$ cat src/rtl/bus_join_pkg.sv
package bus_join_pkg;

  typedef enum logic [1:0] {
    JS_OFF    = 2'd0,
    JS_INIT   = 2'd1,
    JS_WATCH  = 2'd2,
    JS_JOINED = 2'd3
  } join_state_e;

  localparam int LINE_COUNT = 4;
  localparam int LN_SDA_A   = 0;
  localparam int LN_SCL_A   = 1;
  localparam int LN_SDA_B   = 2;
  localparam int LN_SCL_B   = 3;

  // width of a counter that holds 0 .. limit-1
  function automatic int ctr_bits(input int limit);
    return (limit < 2) ? 1 : $clog2(limit);
  endfunction

  // true when a 0-based count sits on its final value
  function automatic logic at_last(input int unsigned cnt, input int unsigned limit);
    return cnt == (limit - 1);
  endfunction

endpackage

$ cat src/rtl/bus_join_sync.sv
module bus_join_sync #(
  parameter int WIDTH  = 4,
  parameter int STAGES = 2
) (
  input  logic             clk,
  input  logic             rst_n,
  input  logic [WIDTH-1:0] din,
  output logic [WIDTH-1:0] dout
);

  for (genvar i = 0; i < WIDTH; i++) begin : g_bit
    logic [STAGES-1:0] chain;
    always_ff @(posedge clk or negedge rst_n) begin
      if (!rst_n) chain <= '0;
      else        chain <= {chain[STAGES-2:0], din[i]};
    end
    assign dout[i] = chain[STAGES-1];
  end

endmodule

$ cat src/rtl/bus_join_quiet.sv
module bus_join_quiet
  import bus_join_pkg::*;
#(
  parameter int IDLE_CYCLES = 12500
) (
  input  logic                  clk,
  input  logic                  rst_n,
  input  logic                  arm,
  input  logic [LINE_COUNT-1:0] lines,
  output logic                  stop_evt,
  output logic                  idle_done
);

  localparam int CW = ctr_bits(IDLE_CYCLES);

  logic [CW-1:0] idle_cnt;
  logic          sda_a_q;
  logic          all_high;
  logic          sda_a_rise;
  logic          cnt_full;

  assign all_high   = &lines;
  assign sda_a_rise = lines[LN_SDA_A] & ~sda_a_q;
  assign cnt_full   = at_last(32'(idle_cnt), IDLE_CYCLES);

  // STOP: data rises with every other line high (clock high included)
  assign stop_evt  = arm & all_high & sda_a_rise;
  assign idle_done = arm & all_high & cnt_full;

  always_ff @(posedge clk or negedge rst_n) begin
    if (!rst_n) begin
      sda_a_q  <= 1'b0;
      idle_cnt <= '0;
    end else begin
      sda_a_q <= lines[LN_SDA_A];
      if (!arm || !all_high) idle_cnt <= '0;
      else if (!cnt_full)    idle_cnt <= idle_cnt + 1'b1;
    end
  end

  // any low line restarts the quiet count
  assert_idle_clear_R8: assert property (@(posedge clk) disable iff (!rst_n)
    (arm && !all_high) |=> (idle_cnt == '0));

  // a STOP needs the A clock high and a fresh data rise
  assert_stop_shape_R6: assert property (@(posedge clk) disable iff (!rst_n)
    stop_evt |-> (lines[LN_SCL_A] && !$past(lines[LN_SDA_A])));

  // completion of a multi-cycle quiet run was preceded by a quiet, armed cycle
  assert_idle_run_R5: assert property (@(posedge clk) disable iff (!rst_n)
    (idle_done && (IDLE_CYCLES > 1)) |-> ($past(all_high) && $past(arm)));

endmodule

$ cat src/rtl/bus_join_fsm.sv
module bus_join_fsm
  import bus_join_pkg::*;
#(
  parameter int INIT_CYCLES = 25000
) (
  input  logic clk,
  input  logic rst_n,
  input  logic pwr_a_ok,
  input  logic pwr_b_ok,
  input  logic enable,
  input  logic join_req,
  output logic arm,
  output logic connect
);

  localparam int CW = ctr_bits(INIT_CYCLES);

  join_state_e   state, state_nx;
  logic [CW-1:0] init_cnt;
  logic          go;
  logic          init_last;

  assign go        = pwr_a_ok & pwr_b_ok & enable;
  assign init_last = at_last(32'(init_cnt), INIT_CYCLES);

  always_comb begin
    state_nx = state;
    if (!go) begin
      state_nx = JS_OFF;
    end else begin
      case (state)
        JS_OFF:    state_nx = JS_INIT;
        JS_INIT:   if (init_last) state_nx = JS_WATCH;
        JS_WATCH:  if (join_req)  state_nx = JS_JOINED;
        JS_JOINED: state_nx = JS_JOINED;
        default:   state_nx = JS_OFF;
      endcase
    end
  end

  always_ff @(posedge clk or negedge rst_n) begin
    if (!rst_n) begin
      state    <= JS_OFF;
      init_cnt <= '0;
    end else begin
      state <= state_nx;
      if (state != JS_INIT)  init_cnt <= '0;
      else if (!init_last)   init_cnt <= init_cnt + 1'b1;
    end
  end

  assign arm     = (state == JS_WATCH);
  assign connect = (state == JS_JOINED);

  assert_pwr_gate_R1: assert property (@(posedge clk) disable iff (!rst_n)
    (!pwr_a_ok || !pwr_b_ok) |=> !connect);

  assert_enable_drop_R2: assert property (@(posedge clk) disable iff (!rst_n)
    !enable |=> (state == JS_OFF));

  assert_init_first_R3: assert property (@(posedge clk) disable iff (!rst_n)
    $rose(arm) |-> ($past(state) == JS_INIT));

  assert_join_cause_R4: assert property (@(posedge clk) disable iff (!rst_n)
    $rose(connect) |-> ($past(arm) && $past(join_req)));

  assert_hold_R10: assert property (@(posedge clk) disable iff (!rst_n)
    (connect && go) |=> connect);

endmodule

$ cat src/rtl/bus_join_ctrl.sv
module bus_join_ctrl
  import bus_join_pkg::*;
#(
  parameter int INIT_CYCLES = 25000,
  parameter int IDLE_CYCLES = 12500,
  parameter int SYNC_STAGES = 2
) (
  input  logic clk,
  input  logic rst_n,
  input  logic supply_a_good,
  input  logic supply_b_good,
  input  logic enable,
  input  logic sda_a_in,
  input  logic scl_a_in,
  input  logic sda_b_in,
  input  logic scl_b_in,
  output logic connect
);

  logic [LINE_COUNT-1:0] raw_lines;
  logic [LINE_COUNT-1:0] sync_lines;
  logic                  arm;
  logic                  stop_evt;
  logic                  idle_done;
  logic                  join_req;

  assign raw_lines[LN_SDA_A] = sda_a_in;
  assign raw_lines[LN_SCL_A] = scl_a_in;
  assign raw_lines[LN_SDA_B] = sda_b_in;
  assign raw_lines[LN_SCL_B] = scl_b_in;

  bus_join_sync #(
    .WIDTH (LINE_COUNT),
    .STAGES(SYNC_STAGES)
  ) u_sync (
    .clk  (clk),
    .rst_n(rst_n),
    .din  (raw_lines),
    .dout (sync_lines)
  );

  bus_join_quiet #(
    .IDLE_CYCLES(IDLE_CYCLES)
  ) u_quiet (
    .clk      (clk),
    .rst_n    (rst_n),
    .arm      (arm),
    .lines    (sync_lines),
    .stop_evt (stop_evt),
    .idle_done(idle_done)
  );

  assign join_req = stop_evt | idle_done;

  bus_join_fsm #(
    .INIT_CYCLES(INIT_CYCLES)
  ) u_fsm (
    .clk     (clk),
    .rst_n   (rst_n),
    .pwr_a_ok(supply_a_good),
    .pwr_b_ok(supply_b_good),
    .enable  (enable),
    .join_req(join_req),
    .arm     (arm),
    .connect (connect)
  );

  // a join request never appears outside the watch phase
  assert_req_armed_R4: assert property (@(posedge clk) disable iff (!rst_n)
    join_req |-> arm);

endmodule

$ cat config.mk
export PLATFORM = sky130hd
export DESIGN_NAME = bus_join_ctrl
export DESIGN_NICKNAME = d
export VERILOG_FILES = /design/src/rtl/bus_join_pkg.sv /design/src/rtl/bus_join_sync.sv /design/src/rtl/bus_join_quiet.sv /design/src/rtl/bus_join_fsm.sv /design/src/rtl/bus_join_ctrl.sv
export SDC_FILE = /design/constraint.sdc
export NUM_CORES = 1
export LEC_CHECK = 0
export BUFFER_PORTS_ARGS = -buffer_cell sky130_fd_sc_hd__buf_2
export CAP_MARGIN = 15
export CORE_MARGIN = 5
export CORE_UTILIZATION = 59
export DETAILED_ROUTE_END_ITERATION = 16
export PLACE_DENSITY_LB_ADDON = 0.25
export SYNTH_ARGS = -nofsm -noshare
export SYNTH_HDL_FRONTEND = slang
export SYNTH_HIERARCHICAL = 1
export SYNTH_SLANG_ARGS = --single-unit
$ cat constraint.sdc
create_clock -name clk -period 2.4 [get_ports clk]
set_input_delay 0.72 -clock clk [delete_from_list [all_inputs] [get_ports clk]]
set_output_delay 0.72 -clock clk [all_outputs]
set_load 0.03 [all_outputs]
# Yosys cells after proc, flatten, opt, wreduce, memory -nomap -nowiden
# Index checks and enable logic that the tools add are counted.
[op_classes]
n_addsub = 2
eq_ne = 10
n_mux = 8
bitwise_logic = 8
reduce_logical = 6
[ops]
columns = ["operator", "count"]
rows = [
  ["15-bit two-way mux", 2],
  ["14-bit two-way mux", 2],
  ["15-bit by 1-bit adder with 15-bit output, second input constant", 1],
  ["15-bit equality test, second input constant", 1],
  ["14-bit by 1-bit adder with 14-bit output, second input constant", 1],
  ["14-bit equality test, second input constant", 1],
  ["2-bit case mux with 4 select lines", 1],
  ["1-bit bitwise AND", 6],
  ["2-bit two-way mux", 3],
  ["3-bit inequality test, second input constant", 2],
  ["2-bit equality test, second input constant", 2],
  ["2-bit inequality test, second input constant", 2],
  ["4-bit AND reduction", 1],
  ["2-bit by 1-bit equality test with 1-bit output, second input constant", 1],
  ["1-bit logical NOT", 2],
  ["2-bit logical NOT", 1],
  ["2-bit by 1-bit inequality test with 1-bit output, second input constant", 1],
  ["2-bit AND reduction", 1],
  ["1-bit logical OR", 1],
  ["1-bit inverter", 1],
  ["1-bit OR", 1],
]
[word_totals]
register_bits = 40
input_bits = 9
output_inout_bits = 1
wordCells = 42

# Longest topological paths before layout
# Gate-level depths: netlist of run 1.
[depth]
word_depth = 7
mapped_depth = 8
ltp_nobuf = 7

# Hierarchy
# The synthesis of run 1 kept the hierarchy.
[modules_own_cells]
columns = ["mod", "instances", "cells_each", "area_each_um2", "seq_area_each_um2"]
rows = [
  ["bus_join_fsm", 1, 96, 929.6, 425.4],
  ["bus_join_quiet", 1, 74, 759.5, 375.4],
  ["bus_join_sync", 1, 12, 230.2, 200.2],
  ["bus_join_ctrl", 1, 1, 6.3, 0.0],
]

# Worst setup path before layout of run 1
# Ideal clock, no wire load.
[synth_timing]
kind = "register -> register"
start = "reg u_sync.g_bit[3].chain[1]"
end = "reg u_fsm.state[0]"
setup_time_ns = 0.137
t_arrival_ns = 1.542
required_time_ns = 2.263
slack_ns = 0.721
path_stages_with_launch = 9
path_buffers = 2
period_less_slack_ns = 1.679
path_cell_list = "dfrtp_1 -> buf_4 -> and3_1 -> nand3_1 -> clkbuf_1 -> nor2_1 -> or2_1 -> o21ai_0 -> a21oi_1"
[synth_via]
elab_chain_cells = 6
elab_cells_between_ends = 7
classes_between = "eq/ne (1); bitwise (4); reduce/logical (2)"
[synth_rtl]
columns = ["element", "line", "text"]
rows = [
  ["start: declaration", "bus_join_sync.sv:12", "logic [STAGES-1:0] chain;"],
  ["start signal: assignment", "bus_join_sync.sv:15", "else chain <= {chain[STAGES-2:0], din[i]};"],
  ["4-bit AND reduction", "bus_join_quiet.sv:22", "assign all_high = &lines;"],
  ["1-bit bitwise AND (2 in series)", "bus_join_quiet.sv:28", "assign idle_done = arm & all_high & cnt_full;"],
  ["via idle_done", "bus_join_ctrl.sv:24", "logic idle_done;"],
  ["1-bit OR", "bus_join_ctrl.sv:53", "assign join_req = stop_evt | idle_done;"],
  ["via join_req", "bus_join_ctrl.sv:25", "logic join_req;"],
  ["3-bit inequality test (no source line)", "-", ""],
  ["2-bit AND reduction (no source line)", "-", ""],
  ["end signal: assignment", "bus_join_fsm.sv:46", "state <= state_nx;"],
  ["end: declaration", "bus_join_fsm.sv:18", "join_state_e state, state_nx;"],
]
# The timed path passes the listed nets, and every way through them passes these cells.
# A chain may end at the register's enable or synchronous reset.

# Final worst setup path of run 1
[layout_timing]
start = "reg u_quiet.idle_cnt[0]"
end = "reg u_fsm.state[0]"
[layout_via]
elab_chain_cells = 5
[layout_rtl]
columns = ["element", "line", "text"]
rows = [
  ["start: declaration", "bus_join_quiet.sv:16", "logic [CW-1:0] idle_cnt;"],
  ["start signal: assignment", "bus_join_quiet.sv:37", "else if (!cnt_full) idle_cnt <= idle_cnt + 1'b1;"],
  ["14-bit equality test", "bus_join_pkg.sv:23", "return cnt == (limit - 1);"],
  ["1-bit bitwise AND", "bus_join_quiet.sv:28", ""],
  ["via idle_done", "bus_join_ctrl.sv:24", ""],
  ["1-bit OR", "bus_join_ctrl.sv:53", ""],
  ["via join_req", "bus_join_ctrl.sv:25", ""],
  ["3-bit inequality test (no source line)", "-", ""],
  ["2-bit AND reduction (no source line)", "-", ""],
]
# The timed path passes the listed nets, and every way through them passes these cells.

==> results of run 1 <==
==> flip-flops by register name, summed over array words and instances, names as in the netlist <==
name and flops:
u_quiet/sda_a_q 1, u_fsm/state 2, u_sync/g_bit.chain 8, u_fsm/init_cnt 15, u_quiet/idle_cnt 14
==> kinds of logic (layout without fill, tap and decap cells) <==
group | count (synthesis) | in the layout | synth area share
xor+xnor | 11 | 11 | 0.0500
mux | 7 | 7 | 0.0364
compound gates | 22 | 22 | 0.0695
fa+ha+maj | 2 | 2 | 0.0130
buf+inv | 12 | 24 | 0.0351
flops | 40 | 40 | 0.520
simple gates | 89 | 89 | 0.276
==> cells in the mapped netlist (3+ instances only) <==
cell / n / area [um^2]
clkbuf_1: 4 / 15.0
nor2_1: 17 / 63.8
or3_1: 3 / 18.8
a21oi_1: 9 / 45.0
o21a_1: 3 / 22.5
xor2_1: 10 / 87.6
nand4_1: 8 / 50.1
dfrtp_1: 40 / 1000
mux2i_1: 7 / 70.1
or4_1: 5 / 37.5
nand2b_1: 7 / 43.8
nand2_1: 13 / 48.8
buf_4: 4 / 30.0
and3_1: 4 / 25.0
nor4_1: 4 / 25.0
inv_1: 3 / 11.3
o31ai_1: 5 / 37.5
nand3_1: 11 / 55.1
==> final timing paths <==
check / end / cells after the start / from
max: u_fsm/state[0] / 7 / u_quiet/idle_cnt[0]
max in group asynchronous: u_fsm/init_cnt[2] / 2 / rst_n
min: u_quiet/idle_cnt[4] / 1 / rst_n
max reg2reg: u_fsm/state[0] / 7 / u_quiet/idle_cnt[0]
min in group clk: u_sync/g_bit[1].chain[1] / 0 / u_sync/g_bit[1].chain[0]
min reg2reg: u_sync/g_bit[1].chain[1] / 0 / u_sync/g_bit[1].chain[0]
==> stage by stage <==
| step | hold slack (ns) | util | worst slack, ns |
|---|---|---|---|
| 2_1_floorplan | 0.331 | - | 0.721 |
| 3_3_place_gp | 0.336 | 0.644 | 0.637 |
| 3_5_place_dp | 0.351 | 0.644 | 0.522 |
| 4_1_cts | 0.342 | 0.664 | 0.512 |
| 5_1_grt | 0.360 | 0.664 | 0.371 |
| 6_report | 0.325 | 0.664 | 0.506 |
==> final cells by class <==
class	count	area (um^2)	area share
sequential	40	1000	0.486
multi-input combinational	131	857	0.416
timing repair buffer	13	75.1	0.0364
tap	44	55.1	0.0267
clock buffer	5	37.5	0.0182
clock inverter	3	23.8	0.0115
inverter	3	11.3	0.00546
==> routing by layer <==
metal  track usage  share of wire
met4        0.0886          0.023
met3        0.0632          0.062
met2         0.299           0.47
met1         0.242           0.45
met5             0              0
==> power by group through the flow <==
stage / combinational [mW] / sequential (mW) / clock [mW]
3_3_place_gp: 0.0313 / 0.699 / 0
6_report: 0.0314 / 0.687 / 0.355
2_1_floorplan: 0.0131 / 0.698 / 0
5_1_grt: 0.0374 / 0.689 / 0.395
4_1_cts: 0.0325 / 0.687 / 0.362
3_5_place_dp: 0.0326 / 0.700 / 0
==> impl_metrics.py, run 1 <==
metrics = {
    "run_status": {
        "status": "completed",
    },
    "place": {
        "io_buffers": 9,
        "place_inst": 231,
        "dp_hpwl_um": 2510,
        "gp_congestion": 0.828,
        "place_area_um2": 2000,
    },
    "worst_setup_path": {
        "end_kind": "flip-flop",
        "cp.arrival_ns": 2.15,
        "r2r_setup_slack_ns": 0.51,
        "crit_path_start_kind": "flip-flop",
        "cp_cell_sequence": "ha_1 -> and4b_1 -> nand4_1 -> nor2_1 -> or2_1 -> o21ai_0 -> a21oi_1",
        "path_max_fanout": 8,
        "crit_buf_inv": 0,
        "crit_slowest_cell": "dfrtp_1",
        "required_ns": 2.65,
        "cp_top_family": "simple AND/OR/NAND/NOR gates",
        "crit_type": "flip-flop to flip-flop",
        "max_stage_delay_ns": 0.50,
    },
    "hold_path": {
        "min_path_type": "primary input to asynchronous set/reset pin",
    },
    "finish": {
        "nNetsFinal": 205,
        "antenna_cells": 0,
        "layout-drive-gt1-share": 0.128,
        "final_common_cell": "dfrtp_1",
        "instances_no_fill": 239,
        "fin_area_um2": 2060,
        "syn_to_final_growth_pct": 7.02,
        "mostFrequentLayoutCells": "dfrtp_1 (40), nor2_1 (17), nand2_1 (13), nand3_1 (11), xor2_1 (10)",
        "fill_cells": 265,
    },
    "global_routing": {
        "grt_util_all_layers": 0.192,
        "grt_max_degree": 29,
        "overflow": 0,
        "grt_first_pass_wirelength_um": 6460,
        "grt_pass1_vias": 1466,
        "antenna_found_initial": 0,
    },
    "floorplan": {
        "die-height_um": 67.1,
        "die_w_um": 67.1,
        "rows": 20,
        "coreArea_um2": 3100,
        "dieArea_um2": 4510,
        "pin_count": 10,
        "initial_core_util": 0.621,
    },
    "yosys": {
        "ys_types": 40,
        "synthCells": 183,
        "syn_area_um2": 1930,
        "yosysWarningCount": 6,
        "postSynthAreaPerCell_um2": 10.5,
        "async_flop_share": 1.00,
        "ys.flop_type": "dfrtp_1",
        "syn_nets": 194,
        "synth_seq_area_share": 0.520,
        "synth_edf_count": 0,
        "ys_ff_latch": 40,
    },
    "drt": {
        "drtPass1Iterations": 4,
        "drc": 0,
        "vias": 1414,
        "drt_wl_total_um": 3590,
        "post_drt_wl_per_cell_um": 15.0,
        "drt_iter0_drc": 92,
        "via_per_inst": 5.92,
        "ant_nets": 0,
    },
    "power_and_ir_drop": {
        "leakage_nw": 0.842,
        "power_mw": 1.07,
        "ir_drop_mv": 0.519,
        "power.switching_mw": 0.265,
        "p_int_mw": 0.809,
        "sw_frac_of_total": 0.247,
        "cellPowerDensity_nw_per_um2": 521,
        "pwr-share-clk": 0.331,
        "comb_power_share": 0.029,
        "pwr-share-seq": 0.640,
    },
    "cts": {
        "cts_buffers": 5,
        "cts_root_buf": "clkbuf_4",
        "cts.sink_count": 40,
        "cts_hold_buf": 0,
        "cts_max_level": 2,
        "cts_resized": 0,
        "cts_max_path_buffers": 2,
        "cts_setup_buffers": 0,
        "clkTransAtPathRegs_ns": 0.13,
        "tritoncts": "yes",
        "clk_latency_ns": 0.37,
    },
    "job": {
        "maxCapViolCount": 0,
    },
    "timing": {
        "tightestPinTransition_ns": 0.577,
        "relSlewSlack": 0.615,
        "fin_crit_sh": 0.789,
        "slew_violations": 0,
        "setup_viol": 0,
        "post-route-min-period_ns": 1.89,
        "hold_violations": 0,
        "fmax_mhz": 528,
        "rsz0062_at_grt": "no",
        "fin_setup_tns_ns": 0,
        "worst_clock_skew_ns": 0.0104,
    },
}
(Power assumes the default switching activity.)
==> inputs of run 2 (changes only) <==
- clock period: 2.4 -> 1.9 ns (I/O delays scaled with it)
==> run 2 against run 1 <==
Compared with the run above: wire length fell by 4.3%; combinational power rose by 31%; via count rose by 2.0%; register-to-register slack got worse by 0.38 ns; worst hold slack got worse by 0.19 ns.
==> impl_metrics.py, run 2 (same netlist as run 1, synthesis figures left out) <==
metrics = {
    "drt": {
        "drt_iter0_drc": 128,
        "ant_nets": 0,
        "drc": 0,
        "drt_wl_total_um": 3440,
        "post_drt_wl_per_cell_um": 14.2,
        "drtPass1Iterations": 4,
        "via_per_inst": 5.93,
        "vias": 1442,
    },
    "finish": {
        "nNetsFinal": 209,
        "fin_util": 0.684,
        "largestRegisters": "u_fsm/init_cnt (15), u_quiet/idle_cnt (14), u_sync/g_bit.chain (8)",
        "final_common_cell": "dfrtp_1",
        "antenna_cells": 0,
        "mostFrequentLayoutCells": "dfrtp_1 (40), nor2_1 (17), nand2_1 (13), nand3_1 (11), xor2_1 (10)",
        "fin_area_um2": 2120,
        "fill_cells": 254,
        "ff_latch_area_um2": 1000,
        "instances_no_fill": 243,
        "top_register": "u_fsm/init_cnt",
        "layout-drive-gt1-share": 0.146,
        "largest_reg_flops": 15,
        "multi_input_area_um2": 857,
        "syn_to_final_growth_pct": 10.2,
    },
    "timing": {
        "worst_clock_skew_ns": 0.00987,
        "hold_slack_ns": 0.137,
        "relSlewSlack": 0.686,
        "fin_crit_sh": 0.935,
        "fmax_mhz": 563,
        "hold_violations": 0,
        "post-route-min-period_ns": 1.78,
        "setup_ws_ns": 0.124,
        "setup_viol": 0,
        "fin_setup_tns_ns": 0,
        "rsz0062_at_grt": "no",
        "tightestPinTransition_ns": 0.467,
        "slew_violations": 0,
    },
    "power_and_ir_drop": {
        "leakage_nw": 0.882,
        "cellPowerDensity_nw_per_um2": 689,
        "sw_frac_of_total": 0.212,
        "comb_power_share": 0.028,
        "ir_drop_mv": 0.536,
        "pwr-share-seq": 0.593,
        "p_int_mw": 1.15,
        "power_mw": 1.46,
        "power.switching_mw": 0.310,
        "pwr-share-clk": 0.379,
    },
    "global_routing": {
        "grt_max_degree": 24,
        "antenna_found_initial": 0,
        "grt_util_all_layers": 0.186,
        "overflow": 0,
        "grt_first_pass_wirelength_um": 6320,
        "grt_pass1_vias": 1394,
    },
    "floorplan": {
        "die_w_um": 67.1,
        "coreArea_um2": 3100,
        "pin_count": 10,
        "rows": 20,
        "initial_core_util": 0.621,
        "dieArea_um2": 4510,
        "die-height_um": 67.1,
    },
    "worst_setup_path": {
        "crit_path_start_kind": "flip-flop",
        "required_ns": 2.18,
        "r2r_end": "u_fsm/init_cnt[1]",
        "r2r-start": "u_fsm/init_cnt[10]",
        "cp.arrival_ns": 2.05,
        "crit_type": "flip-flop to flip-flop",
        "r2r_cells": 3,
        "r2r_setup_slack_ns": 0.12,
        "path_max_fanout": 7,
        "end_kind": "flip-flop",
    },
    "place": {
        "io_buffers": 9,
        "gp_congestion": 0.839,
        "dp_hpwl_um": 2480,
        "place_inst": 235,
        "place_area_um2": 2040,
        "dp_slack_ns": 0.132,
    },
    "cts": {
        "cts_max_path_buffers": 2,
        "clk_latency_ns": 0.34,
        "cts_setup_buffers": 0,
        "tritoncts": "yes",
        "cts_resized": 0,
        "cts_max_level": 2,
        "cts_hold_buf": 0,
        "clkTransAtPathRegs_ns": 0.12,
        "cts.sink_count": 40,
        "cts_buffers": 5,
        "cts_root_buf": "clkbuf_4",
    },
    "job": {
        "maxCapViolCount": 0,
    },
    "run_status": {
        "status": "completed",
    },
    "hold_path": {
        "min_path_type": "primary input to asynchronous set/reset pin",
    },
}
-- run 2: power groups by stage --
stage	clock network [mW]	logic (mW)	registers (mW)
2_1_floorplan	0	0.0165	0.882
3_3_place_gp	0	0.0414	0.883
3_5_place_dp	0	0.0425	0.884
4_1_cts	0.567	0.0426	0.867
5_1_grt	0.608	0.0495	0.869
6_report	0.554	0.0412	0.867
-- run 2: how the worst max path moves through the flow --
stage,start,endpoint,slack [ns]
floorplan,u_sync/g_bit[3].chain[1],u_fsm/state[0],0.22
global placement,u_fsm/init_cnt[10],u_fsm/init_cnt[1],0.21
detailed placement,u_fsm/init_cnt[10],u_fsm/init_cnt[1],0.13
CTS,u_fsm/init_cnt[10],u_fsm/init_cnt[1],0.11
global route,u_fsm/init_cnt[0],u_fsm/init_cnt[1],0.03
finish,u_fsm/init_cnt[10],u_fsm/init_cnt[1],0.12
-- run 2: routing by layer --
layer  up-vias  track usage  wire length, um
li1        682            -                -
met1       704        0.250             1510
met2        45        0.292             1660
met3        11       0.0349              181
met4         0       0.0861               84
met5         -            0                0
-- run 2: cell type report --
type / count / share of cell area
Sequential cell: 40 / 0.472
Inverter: 3 / 0.00531
Clock buffer: 5 / 0.0177
Multi-Input combinational cell: 131 / 0.404
Tap cell: 44 / 0.0259
Clock inverter: 3 / 0.0200
Timing Repair Buffer: 17 / 0.0554
-- run 2: critical path, cell delays in order (launching register included) --
cell and delay, ns:
dfrtp_1 0.46, or4b_4 0.57, nor4_4 0.44, mux2i_1 0.23
